--- src/rtl/skip_ctrl_pkg.sv ---
package skip_ctrl_pkg;

   typedef enum logic {
      MODE_PWM  = 1'b0,
      MODE_SKIP = 1'b1
   } op_mode_e;

   function automatic int unsigned run_cnt_width(input int unsigned run_len);
      return (run_len < 2) ? 1 : $clog2(run_len);
   endfunction

endpackage

--- src/rtl/zc_run_counter.sv ---
module zc_run_counter #(
   parameter int unsigned RUN_LEN  = 16,
   parameter bit          LATCH_ZC = 1'b1
) (
   input  logic clk,
   input  logic rst_n,
   input  logic strobe,
   input  logic zc_flag,
   input  logic count_en,
   output logic run_done
);
   localparam int unsigned CNT_W = skip_ctrl_pkg::run_cnt_width(RUN_LEN);
   localparam logic [CNT_W-1:0] LAST = CNT_W'(RUN_LEN - 1);

   if (RUN_LEN < 2) begin : g_bad_len
      $error("zc_run_counter: RUN_LEN must be at least 2");
   end

   logic             crossed;
   logic [CNT_W-1:0] cnt_q;

   if (LATCH_ZC) begin : g_latched
      logic seen_q;
      always_ff @(posedge clk) begin
         if (!rst_n)      seen_q <= 1'b0;
         else if (strobe) seen_q <= 1'b0;
         else if (zc_flag) seen_q <= 1'b1;
      end
      assign crossed = seen_q | zc_flag;
   end else begin : g_direct
      assign crossed = zc_flag;
   end

   assign run_done = count_en & strobe & crossed & (cnt_q == LAST);

   always_ff @(posedge clk) begin
      if (!rst_n)                 cnt_q <= '0;
      else if (!count_en)         cnt_q <= '0;
      else if (strobe) begin
         if (!crossed || run_done) cnt_q <= '0;
         else                      cnt_q <= cnt_q + 1'b1;
      end
   end

   AST_MISS_RESTARTS: assert property (@(posedge clk) disable iff (!rst_n)
      (count_en && strobe && !crossed) |=> (cnt_q == '0));
   AST_FORCED_HELD: assert property (@(posedge clk) disable iff (!rst_n)
      (!count_en) |=> (cnt_q == '0));

endmodule

--- src/rtl/pwm_gate.sv ---
module pwm_gate (
   input  logic clk,
   input  logic rst_n,
   input  logic active,
   input  logic strobe,
   input  logic trip,
   output logic hs_q
);
   always_ff @(posedge clk) begin
      if (!rst_n)       hs_q <= 1'b0;
      else if (!active) hs_q <= 1'b0;
      else if (strobe)  hs_q <= 1'b1;
      else if (trip)    hs_q <= 1'b0;
   end

   AST_PWM_STARTS: assert property (@(posedge clk) disable iff (!rst_n)
      (active && strobe) |=> hs_q);
   AST_PWM_TRIPS: assert property (@(posedge clk) disable iff (!rst_n)
      (active && trip && !strobe) |=> !hs_q);

endmodule

--- src/rtl/skip_regulator.sv ---
module skip_regulator (
   input  logic clk,
   input  logic rst_n,
   input  logic active,
   input  logic strobe,
   input  logic pk_flag,
   input  logic zc_flag,
   input  logic ov_hi,
   input  logic at_nom,
   output logic hs_q,
   output logic ls_blk_q
);
   logic park_q, park_d, hs_d, blk_d;

   always_comb begin
      park_d = park_q;
      if (ov_hi)                  park_d = 1'b1;
      else if (park_q && !at_nom) park_d = 1'b0;

      hs_d = hs_q;
      if (ov_hi)                  hs_d = 1'b0;
      else if (strobe && !park_d) hs_d = 1'b1;
      else if (pk_flag)           hs_d = 1'b0;

      blk_d = ls_blk_q;
      if (hs_d)         blk_d = 1'b0;
      else if (zc_flag) blk_d = 1'b1;
   end

   always_ff @(posedge clk) begin
      if (!rst_n || !active) begin
         park_q   <= 1'b0;
         hs_q     <= 1'b0;
         ls_blk_q <= 1'b0;
      end else begin
         park_q   <= park_d;
         hs_q     <= hs_d;
         ls_blk_q <= blk_d;
      end
   end

   AST_OV_KILLS_HS: assert property (@(posedge clk) disable iff (!rst_n)
      (active && ov_hi) |=> !hs_q);
   AST_PARK_BLOCKS: assert property (@(posedge clk) disable iff (!rst_n)
      (active && park_q && at_nom) |=> !hs_q);
   AST_PK_ENDS: assert property (@(posedge clk) disable iff (!rst_n)
      (active && pk_flag && !strobe) |=> !hs_q);
   AST_ZC_CUTS_LS: assert property (@(posedge clk) disable iff (!rst_n)
      (active && zc_flag && !strobe && !hs_q) |=> ls_blk_q);

endmodule

--- src/rtl/skip_mode_ctrl.sv ---
module skip_mode_ctrl #(
   parameter int unsigned RUN_LEN  = 16,
   parameter bit          LATCH_ZC = 1'b1
) (
   input  logic clk,
   input  logic rst_n,
   input  logic cyc_start,
   input  logic force_pwm,
   input  logic pwm_trip,
   input  logic zc_flag,
   input  logic pk_flag,
   input  logic ov_hi,
   input  logic at_nom,
   input  logic uv_lo,
   output logic hs_on,
   output logic ls_en,
   output logic skip_act
);
   import skip_ctrl_pkg::*;

   if (RUN_LEN < 2) begin : g_bad_len
      $error("skip_mode_ctrl: RUN_LEN must be at least 2");
   end

   op_mode_e mode_q, mode_d;
   logic     run_done, count_en;
   logic     pwm_hs, skip_hs, skip_blk;

   assign count_en = (mode_q == MODE_PWM) && !force_pwm;

   zc_run_counter #(
      .RUN_LEN  (RUN_LEN),
      .LATCH_ZC (LATCH_ZC)
   ) u_run (
      .clk      (clk),
      .rst_n    (rst_n),
      .strobe   (cyc_start),
      .zc_flag  (zc_flag),
      .count_en (count_en),
      .run_done (run_done)
   );

   always_comb begin
      mode_d = mode_q;
      case (mode_q)
         MODE_PWM:  if (run_done) mode_d = MODE_SKIP;
         MODE_SKIP: if (uv_lo || (force_pwm && cyc_start)) mode_d = MODE_PWM;
         default:   mode_d = MODE_PWM;
      endcase
   end

   always_ff @(posedge clk) begin
      if (!rst_n) mode_q <= MODE_PWM;
      else        mode_q <= mode_d;
   end

   pwm_gate u_pwm (
      .clk    (clk),
      .rst_n  (rst_n),
      .active (mode_d == MODE_PWM),
      .strobe (cyc_start),
      .trip   (pwm_trip),
      .hs_q   (pwm_hs)
   );

   skip_regulator u_skip (
      .clk      (clk),
      .rst_n    (rst_n),
      .active   (mode_d == MODE_SKIP),
      .strobe   (cyc_start),
      .pk_flag  (pk_flag),
      .zc_flag  (zc_flag),
      .ov_hi    (ov_hi),
      .at_nom   (at_nom),
      .hs_q     (skip_hs),
      .ls_blk_q (skip_blk)
   );

   assign hs_on    = pwm_hs | skip_hs;
   assign ls_en    = !hs_on && !skip_blk;
   assign skip_act = (mode_q == MODE_SKIP);

   AST_ENTRY_AT_STROBE: assert property (@(posedge clk) disable iff (!rst_n)
      $rose(skip_act) |-> ($past(cyc_start) && !$past(force_pwm)));
   AST_UV_EXIT: assert property (@(posedge clk) disable iff (!rst_n)
      (skip_act && uv_lo) |=> !skip_act);
   AST_FORCE_EXIT: assert property (@(posedge clk) disable iff (!rst_n)
      (skip_act && force_pwm && cyc_start) |=> !skip_act);
   AST_FORCE_WAITS: assert property (@(posedge clk) disable iff (!rst_n)
      (skip_act && !cyc_start && !uv_lo) |=> skip_act);
   AST_ONE_SWITCH: assert property (@(posedge clk) disable iff (!rst_n)
      !(pwm_hs && skip_hs));

endmodule

--- config.mk ---
export PLATFORM = sky130hd
export DESIGN_NAME = skip_mode_ctrl
export DESIGN_NICKNAME = d
export VERILOG_FILES = /design/src/rtl/skip_ctrl_pkg.sv /design/src/rtl/zc_run_counter.sv /design/src/rtl/pwm_gate.sv /design/src/rtl/skip_regulator.sv /design/src/rtl/skip_mode_ctrl.sv
export SDC_FILE = /design/constraint.sdc
export NUM_CORES = 1
export LEC_CHECK = 0
export CORE_AREA = 2 2 39 41
export DETAILED_ROUTE_END_ITERATION = 10
export DIE_AREA = 0 0 41 43
export SLEW_MARGIN = 20
export SYNTH_ARGS = -nofsm -noshare
export SYNTH_HDL_FRONTEND = slang
export SYNTH_SLANG_ARGS = --single-unit
--- constraint.sdc ---
create_clock -name clk -period 1.9 [get_ports clk]
set_input_delay 0.57 -clock clk [delete_from_list [all_inputs] [get_ports clk]]
set_output_delay 0.57 -clock clk [all_outputs]
set_load 0.01 [all_outputs]
======== After elaboration in Yosys (flattened, before gate mapping) ========
Cells that the tools add are included.
Widths: inputs -> output; s select.
operators by class
  add/subtract/negate cells ............... 1
  eq/ne operators ......................... 1
  mux-type cells .......................... 11
  bitwise logic cells ..................... 7
  reductions and logical operators ........ 21
operator list
  cell                 count
  $mux 1               9
  $logic_not 1->1      8
  $reduce_or 2->1      3
  $logic_and 1x1->1    5
  $add 4x1->4 const B  1
  $eq 4x4->1 const B   1
  $mux 4               1
  $and 1x1->1          3
  $logic_or 1x1->1     3
  $not 1->1            2
  $or 1x1->1           2
  $pmux 1 s2           1
  $reduce_and 2->1     1
  $reduce_bool 2->1    1
word-level totals
  register bits ........................... 10
  input bits .............................. 10
  output and inout port bits .............. 3
  logic and storage cells ................. 48

======== Depth between registers and ports, before layout ========
Gate-level depths: netlist of the first run.
  word-level depth ........................ 10
  depth in mapped cells ................... 4
  gate-level depth less buffers ........... 4

======== Cells and area by module ========
A second synthesis of the first run with hierarchy kept.
second synthesis, totals
  cell total of the unflattened synthesis .. 51
  area, all modules ....................... 501.7 um^2
modules (own cells, without submodules)
  module          instances  cells an instance  area each (um^2)  seq. area each (um^2)
  zc_run_counter  1          27                 270.3             100.1
  skip_regulator  1          13                 128.9             60.1
  skip_mode_ctrl  1          8                  66.3              20.0
  pwm_gate        1          3                  36.3              20.0

======== Least setup slack after synthesis of the first run ========
OpenSTA, ideal clock, no wires.
  path kind ............................... input to register
  from .................................... input port force_pwm
  to ...................................... register u_run.cnt_q[0]
  setup time .............................. 92 ps
  data arrival time ....................... 1,557 ps
  path slack .............................. 251 ps
  stages on the path ...................... 3
  path buffers ............................ 0
  path through ............................ or3b_4 -> or4b_1 -> o32ai_1
between the ends
  longest elaborated chain between the ends .. 7
RTL lines
  element                   RTL line              text
  from (decl)               skip_mode_ctrl.sv:8   input logic force_pwm,
  $logic_not 1->1 (*)       skip_mode_ctrl.sv:29  assign count_en = (mode_q == MODE_PWM) && !force_pwm;
  $logic_and 1x1->1 (*)     skip_mode_ctrl.sv:29
  $and 1x1->1 (3 in a row)  zc_run_counter.sv:34  assign run_done = count_en & strobe & crossed & (cnt_q == LAST);
  $logic_or 1x1->1          zc_run_counter.sv:40  if (!crossed || run_done) cnt_q <= '0;
  $mux 4                    zc_run_counter.sv:40
  to (signal assigned)      zc_run_counter.sv:41  else cnt_q <= cnt_q + 1'b1;
  to (decl)                 zc_run_counter.sv:20  logic [CNT_W-1:0] cnt_q;
Mark *: on every way between the ends. The rest lies on a longest branch, timed or not.
A chain may end at the register's enable or synchronous reset.

======== Worst setup path in the final report of the first run ========
  from .................................... register mode_q (netlist: skip_act)
  to ...................................... output port skip_act
RTL lines
  element                 RTL line              text
  from (decl)             skip_mode_ctrl.sv:25  op_mode_e mode_q, mode_d;
  from (signal assigned)  skip_mode_ctrl.sv:54  else mode_q <= mode_d;
  to (decl)               skip_mode_ctrl.sv:17  output logic skip_act
No word-level cell between the ends.

==> impl_results.rst, run 1 <==
.. list-table::
   :header-rows: 1

   * - Metric
     - Value
   * - Via count of the first global-routing pass
     - around 460
   * - Violation count after the first detailed-routing iteration
     - 4
   * - Total power density per cell area
     - 573 nW/um2
   * - Initial core utilization
     - 0.354
   * - Horizontal extent of the die
     - approximately 41 um
   * - Half-perimeter wire length after detailed placement
     - 842 um
   * - Via Count
     - 478
   * - Number of pins exceeding their max-slew limit in the final report
     - 0
   * - Number of nets produced by synthesis
     - 64
   * - Number of design rule violations left after detail routing
     - 0
   * - Count of maximum capacitance violations
     - 0
   * - Largest cells by area after synthesis
     - sky130_fd_sc_hd__dfxtp_1 (41%), sky130_fd_sc_hd__inv_1 (3.8%), sky130_fd_sc_hd__o32ai_1 (3.6%)
   * - Hold slack final
     - 0.504 ns
   * - Worst endpoint required time
     - ~1.3 ns
   * - Worst slack at placement
     - -0.254 ns
   * - Wire length of the first global-routing pass
     - 1.90 mm
   * - Net count reported at finish
     - 90
   * - Clock network latency to the later pin of the worst-skew pair
     - 0.26 ns
   * - Wire length per cell
     - 12.2 um
   * - Critical path buffer and inverter count
     - 1
   * - Overall global routing resource usage
     - 0.161
   * - Actual slew at the worst max-slew pin
     - 0.322 ns
   * - Library cells used by synthesis
     - 29
   * - Die Span Y
     - 43 um
   * - Synthesized-area fraction occupied by adder cells
     - 0.0255
   * - TritonCTS clock tree
     - built
   * - Type of the tightest min-delay check
     - flop to flop
   * - Total gr overflow
     - 0
   * - Top post-synthesis cells by count
     - sky130_fd_sc_hd__dfxtp_1 (10), sky130_fd_sc_hd__inv_1 (5), sky130_fd_sc_hd__nor2_1 (4)
   * - Launching element type of the critical path
     - flop
   * - Cell total after placement
     - 90
   * - Number of cell rows
     - 14
   * - Number of buffers created by CTS
     - 3
   * - Cell type with the largest total area after synthesis
     - sky130_fd_sc_hd__dfxtp_1
   * - Residual antenna-violating net count after detailed routing
     - 0
   * - Area growth from synthesis to layout
     - 51.3%
   * - Proportion of power drawn by combinational gates
     - 0.159
   * - Basic-gate share of the synthesized area counting and, or, nand and nor cells
     - 0.260
   * - Routed wire length
     - 1.14 mm
   * - Crit-path cells
     - clkdlybuf4s50_1
   * - Number of post-CTS setup repair buffers
     - 0
   * - IO buf count
     - 12
   * - Router iterations before antenna repair
     - 2
   * - Final Total Pwr
     - 425 uW
   * - Final worst path period share
     - 0.951
   * - CP max FO
     - 5
   * - Antenna Cells
     - 0
   * - Complex-gate fraction of the synthesized area
     - 0.240
   * - Top Family by Delay on Critical Path
     - buffers and inverters
   * - Setup violation total in the final timing report
     - 0
   * - Total Neg Setup Slack
     - 0 ns
   * - Slowest cell on crit path
     - sky130_fd_sc_hd__clkdlybuf4s50_1
   * - Sequential share of power
     - 0.506
   * - Die Footprint
     - 1760 um2
   * - Flop and latch count out of synthesis
     - 10
   * - Avg Cell Area, Syn
     - 9.25 um2
   * - Setup slack of the critical path after layout
     - 0.0936 ns
   * - Clock sink count
     - 10
   * - Worst path max stage delay
     - 0.57 ns
   * - Area of the mapped netlist
     - 490 um2
   * - Setup repair after global routing missed its margin
     - no
   * - Leakage power
     - 0.306 nW
   * - Share of cells above drive strength 1
     - 0.312
   * - Main combinational cell family by area after synthesis
     - simple AND/OR/NAND/NOR gates
   * - Number of H-tree levels
     - 1
   * - IO Count
     - 13
   * - Hold violation total from the final report
     - 0
   * - Upper clock frequency limit
     - 554 MHz
   * - Vias per std cell
     - 5.14
   * - Dominant synthesized flop cell
     - sky130_fd_sc_hd__dfxtp_1
   * - Clk Tree Root Cell
     - sky130_fd_sc_hd__clkbuf_4
   * - Post-synth top area share
     - 0.408
   * - Standard cell area after detailed placement
     - 701 um2
   * - Mux contribution to synthesized area
     - 0
   * - Clock Tree Buf Depth
     - 2
   * - Synthesis Warnings
     - 0
   * - Final standard cell count with taps included and fillers excluded
     - 93
   * - Slew HR
     - 0.780
   * - Minimum period implied by the final worst setup slack
     - 1.81 ns
   * - Peak supply drop
     - 0.000279 V
   * - Switching power of the nets
     - 97.8 uW
   * - Net Sw Frac
     - 0.230
   * - Type of destination of the critical path
     - output pin
   * - Most common cell in the netlist
     - sky130_fd_sc_hd__dfxtp_1
   * - Crit path DAT
     - 1.24 ns
   * - Category of the critical setup timing path
     - flop to output pin
   * - Share of async-settable or async-resettable flops after synthesis
     - 0
   * - Area of the core
     - about 1400 um2
   * - Final design area excluding fillers
     - 742 um2
   * - Post-Syn Instances
     - 53
   * - Fin Clk Skew
     - 0.00235 ns
   * - Post-CTS Hold Fix Bufs
     - 0
   * - Largest net degree at the start of global routing
     - 13
   * - Result of the run
     - complete, no violations
   * - Area share of xor/xnor cells in the synthesized design
     - 0.0179
   * - Number of antenna violations at the first check in global routing
     - 0
   * - Core occupancy in the finished layout
     - 0.536
   * - Routability congestion estimate
     - 0.778
   * - Clock share of power
     - 0.335
   * - Sequential-to-total area share from yosys stat
     - 0.408
   * - Post-synth EDFFs
     - 0
   * - Cell Int Power
     - 327 uW
   * - Clock-pin slew on the worst setup and hold paths
     - 0.06 ns
==> timing repair <==
action	in CTS	in global routing
resized for setup	2	6
endpoints found under the setup margin	2	4
pin swaps	0	2
==> cell usage in the layout (no fill, tap or decap), types with 3 or more instances in the layout <==
cell type / count
sky130_fd_sc_hd__clkdlybuf4s50_1: 8
sky130_fd_sc_hd__buf_4: 10
sky130_fd_sc_hd__dfxtp_1: 10
sky130_fd_sc_hd__o21ai_0: 3
sky130_fd_sc_hd__nor2_1: 3
sky130_fd_sc_hd__inv_1: 5
sky130_fd_sc_hd__clkbuf_4: 3
==> worst register-to-register path: stages (launching register included) <==
cell and delay, ns:
sky130_fd_sc_hd__dfxtp_1 0.38, sky130_fd_sc_hd__ha_1 0.22, sky130_fd_sc_hd__nand4_1 0.14, sky130_fd_sc_hd__or3b_4 0.42
sky130_fd_sc_hd__a2111oi_2 0.36
==> layout make-up <==
| type | instances | area (um2) |
|---|---|---|
| clock buffer | 3 | 22.5 |
| fill | 129 | 642 |
| inverter | 5 | 18.8 |
| multi-input combinational | 37 | 283 |
| sequential | 10 | 200 |
| tap | 16 | 20.0 |
| timing repair buffer | 22 | 198 |
==> state kept, by name, indices dropped and copies added (netlist names) <==
| register | flops |
|---|---|
| u_run.cnt_q | 4 |
| skip_act | 1 |
| u_pwm.hs_q | 1 |
| u_run.g_latched.seen_q | 1 |
| u_skip.hs_q | 1 |
| u_skip.ls_blk_q | 1 |
| u_skip.park_q | 1 |
==> power by group through the flow <==
stage	logic, mW	clock network, mW	registers [mW]
after floorplan	0.0238	0	0.219
after global placement	0.0679	0	0.220
final	0.0676	0.142	0.215
after detailed placement	0.0680	0	0.220
after CTS	0.0663	0.146	0.215
after global routing	0.0754	0.155	0.215
==> layer usage <==
metal,vias to the layer above,global-route usage,part of all wire
met5,-,0,0
met3,2,0.0157,0.021
li1,252,-,-
met4,0,0.120,0.013
met1,218,0.207,0.51
met2,6,0.234,0.45
==> cells by family (layout without fill, tap and decap cells) <==
group                    count (synthesis)  count (layout)
AND/OR/NAND/NOR                         20              20
AO/OA/AOI/OAI                           15              15
flip-flops                              10              10
buffers and inverters                    6              30
adder cells (fa/ha/maj)                  1               1
XOR/XNOR                                 1               1
==> final timing paths <==
check / from / endpoint / slack [ns] / cells after the start
setup / recovery: skip_act / skip_act / 0.09 / 1
hold / removal: u_run.cnt_q[1] / u_run.cnt_q[1] / 0.50 / 2
setup reg to reg: u_run.cnt_q[0] / u_skip.hs_q / 0.28 / 4
hold reg to reg: u_run.cnt_q[1] / u_run.cnt_q[1] / 0.50 / 2
(Power assumes the default switching activity.)
==> inputs of run 2 (changes only) <==
--- a/config.mk
+++ b/config.mk
@@ -5,9 +5,12 @@
 export SDC_FILE = /design/constraint.sdc
 export NUM_CORES = 1
 export LEC_CHECK = 0
-export CORE_AREA = 2 2 39 41
+export CELL_PAD_IN_SITES_DETAIL_PLACEMENT = 0
+export CELL_PAD_IN_SITES_GLOBAL_PLACEMENT = 1
+export CORE_MARGIN = 1
+export CORE_UTILIZATION = 33
 export DETAILED_ROUTE_END_ITERATION = 10
-export DIE_AREA = 0 0 41 43
+export PLACE_DENSITY_LB_ADDON = 0.1
 export SLEW_MARGIN = 20
 export SYNTH_ARGS = -nofsm -noshare
 export SYNTH_HDL_FRONTEND = slang
==> run 2 against run 1 <==
Against the previous run: utilization is 0.14 points higher; critical path depth is 3 higher; count of clock-buffer cells in the layout stayed put; design area is 3.4% lower; critical endpoint is now u_run.cnt_q[0]; largest cell class unchanged.
==> impl_results.rst, run 2 (synthesis gave the netlist of run 1 again) <==
.. list-table::
   :header-rows: 1

   * - Metric
     - Value
   * - Routability congestion estimate
     - 0.697
   * - Number of design rule violations left after detail routing
     - 0
   * - Type of destination of the critical path
     - flop
   * - Most frequent cells in the layout
     - sky130_fd_sc_hd__dfxtp_1 (10), sky130_fd_sc_hd__clkdlybuf4s50_1 (9), sky130_fd_sc_hd__buf_4 (9), sky130_fd_sc_hd__inv_1 (5), sky130_fd_sc_hd__nor2_1 (4)
   * - Upper clock frequency limit
     - 533 MHz
   * - Residual antenna-violating net count after detailed routing
     - 0
   * - Violation count after the first detailed-routing iteration
     - 7
   * - Switching power of the nets
     - 95.5 uW
   * - Endpoint of the worst hold path
     - u_run.cnt_q[0]
   * - Clock share of power
     - 0.337
   * - Top Family by Delay on Critical Path
     - simple AND/OR/NAND/NOR gates
   * - Number of antenna violations at the first check in global routing
     - 0
   * - Total power density per cell area
     - 586 nW/um2
   * - Most common cell after layout, fill and taps aside
     - sky130_fd_sc_hd__dfxtp_1
   * - Worst path max stage delay
     - 0.50 ns
   * - Wire length of the first global-routing pass
     - 1.70 mm
   * - FF-to-FF Start
     - u_run.cnt_q[0]
   * - Flip-flop count of the largest register after layout
     - 4
   * - Result of the run
     - complete, no violations
   * - Clock Tree Buf Depth
     - 2
   * - Clock-pin slew on the worst setup and hold paths
     - 0.06 ns
   * - Routed length on met2
     - 458 um
   * - Peak supply drop
     - 0.000360 V
   * - Number of post-CTS setup repair buffers
     - 0
   * - Slowest cell on crit path
     - sky130_fd_sc_hd__or4b_1
   * - Horizontal extent of the die
     - 40.6 um
   * - Antenna Cells
     - 0
   * - Standard cell area after detailed placement
     - 692 um2
   * - Worst R2R Setup Slack
     - roughly 0.30 ns
   * - Vias per std cell
     - 5.22
   * - Launching element type of the critical path
     - input port
   * - Share of cells above drive strength 1
     - 0.263
   * - Hold slack final
     - 0.504 ns
   * - Router iterations before antenna repair
     - 3
   * - Largest net degree at the start of global routing
     - 13
   * - Fin Clk Skew
     - 0.00404 ns
   * - Total Neg Setup Slack
     - 0 ns
   * - Cell depth of the worst min-delay path
     - 2
   * - Minimum period implied by the final worst setup slack
     - 1.88 ns
   * - Setup repair after global routing missed its margin
     - no
   * - Slew HR
     - 0.792
   * - Number of cell rows
     - 13
   * - CP max FO
     - 4
   * - Detailed-route wire length on metal 1
     - 557 um
   * - Clock sink count
     - 10
   * - Cell count of the worst reg-to-reg path
     - 4
   * - Area growth from synthesis to layout
     - 46.2%
   * - Routed wl met3
     - 54 um
   * - Count of maximum capacitance violations
     - 0
   * - R2r endpoint
     - u_skip.hs_q
   * - Via Count
     - roughly 480
   * - Uppermost layer routed
     - met3
   * - Die Footprint
     - 1640 um2
   * - TritonCTS clock tree
     - built
   * - IO buf count
     - 12
   * - Overall global routing resource usage
     - 0.171
   * - Number of buffers created by CTS
     - 3
   * - Post-CTS Hold Fix Bufs
     - 0
   * - Worst endpoint required time
     - 2.07 ns
   * - Via count of the first global-routing pass
     - 397
   * - Final design area excluding fillers
     - 717 um2
   * - Net Sw Frac
     - 0.227
   * - Hold violation total from the final report
     - 0
   * - Area of the core
     - 1330 um2
   * - Number of pins exceeding their max-slew limit in the final report
     - 0
   * - Crit-path cells
     - clkdlybuf4s50_1 > or3b_4 > or4b_1 > o32ai_1
   * - Number of cells upsized or downsized after cts
     - 3
   * - Number of H-tree levels
     - 1
   * - Net count reported at finish
     - slightly below 90
   * - Category of the critical setup timing path
     - input port to flop
   * - Die Span Y
     - slightly above 40 um
   * - Type of the tightest min-delay check
     - flop to flop
   * - Setup slack of the critical path after layout
     - 0.0225 ns
   * - Leakage power
     - between 0.2 and 0.3 nW
   * - Worst slack at placement
     - -0.266 ns
   * - IO Count
     - 13
   * - Sequential share of power
     - 0.511
   * - Wire length per cell
     - 11.8 um
   * - Startpoint of the worst hold path
     - u_run.cnt_q[0]
   * - Initial core utilization
     - 0.368
   * - Largest register by flop count
     - u_run.cnt_q
   * - Critical path buffer and inverter count
     - 1
   * - Proportion of power drawn by combinational gates
     - 0.152
   * - Routed wire length
     - between 1 and 1.5 mm
   * - Crit path DAT
     - 2.05 ns
   * - Actual slew at the worst max-slew pin
     - 0.304 ns
   * - Cell Int Power
     - 325 uW
   * - Clock network latency to the later pin of the worst-skew pair
     - 0.26 ns
   * - Clk Tree Root Cell
     - sky130_fd_sc_hd__clkbuf_4
   * - Final worst path period share
     - 0.988
   * - Setup violation total in the final timing report
     - 0
   * - Total gr overflow
     - 0
==> run 2: area by class of cell <==
cell class,count,area [um2]
Inverter,5,18.8
Tap cell,15,18.8
Multi-Input combinational cell,37,269
Timing Repair Buffer,21,188
Clock buffer,3,22.5
Sequential cell,10,200
Fill cell,131,617
==> run 2: worst register-to-register path: stages (launching register included) <==
cell and delay (ns):
sky130_fd_sc_hd__dfxtp_1 0.36, sky130_fd_sc_hd__ha_1 0.22, sky130_fd_sc_hd__nand4_1 0.15, sky130_fd_sc_hd__or3b_4 0.43, sky130_fd_sc_hd__a2111oi_2 0.35
==> run 2: how the worst max path moves through the flow <==
stage / startpoint / endpoint / slack [ns] / cells past startpoint
2_1_floorplan: force_pwm / u_run.cnt_q[0] / 0.25 / 3
3_3_place_gp: force_pwm / u_skip.park_q / -0.25 / 5
3_5_place_dp: force_pwm / u_run.cnt_q[0] / -0.27 / 4
4_1_cts: force_pwm / u_run.cnt_q[0] / 0.01 / 4
5_1_grt: rst_n / u_run.cnt_q[1] / 0.004 / 4
6_report: rst_n / u_run.cnt_q[0] / 0.02 / 4
==> run 2: power by group through the flow <==
| stage | Sequential [mW] | Combinational [mW] | Clock (mW) |
|---|---|---|---|
| 3_5_place_dp | 0.220 | 0.0659 | 0 |
| 2_1_floorplan | 0.219 | 0.0238 | 0 |
| 6_report | 0.215 | 0.0638 | 0.142 |
| 4_1_cts | 0.215 | 0.0644 | 0.147 |
| 5_1_grt | 0.215 | 0.0701 | 0.164 |
| 3_3_place_gp | 0.220 | 0.0664 | 0 |
==> run 2: through the flow <==
stage,utilization,cells,power [mW]
3_3_place_gp,0.519,88,0.286
2_1_floorplan,-,53,0.243
6_report,0.538,91,0.420
4_1_cts,0.536,91,0.427
3_5_place_dp,0.519,88,0.286
5_1_grt,0.538,91,0.449
==> run 2: per-layer routing <==
layer  global-route usage  up-vias
met1                0.215      210
met5                    0        -
li1                     -      252
met4                0.100        0
met3               0.0833        0
met2                0.230       13
==> inputs of run 3 (changes only) <==
--- a/config.mk
+++ b/config.mk
@@ -9,6 +9,7 @@
 export CELL_PAD_IN_SITES_GLOBAL_PLACEMENT = 1
 export CORE_MARGIN = 1
 export CORE_UTILIZATION = 33
+export CTS_CLUSTER_DIAMETER = 40
 export DETAILED_ROUTE_END_ITERATION = 10
 export PLACE_DENSITY_LB_ADDON = 0.1
 export SLEW_MARGIN = 20
==> results of run 3 <==
The final DEF is identical to that of run 2; final timing and power are the same.
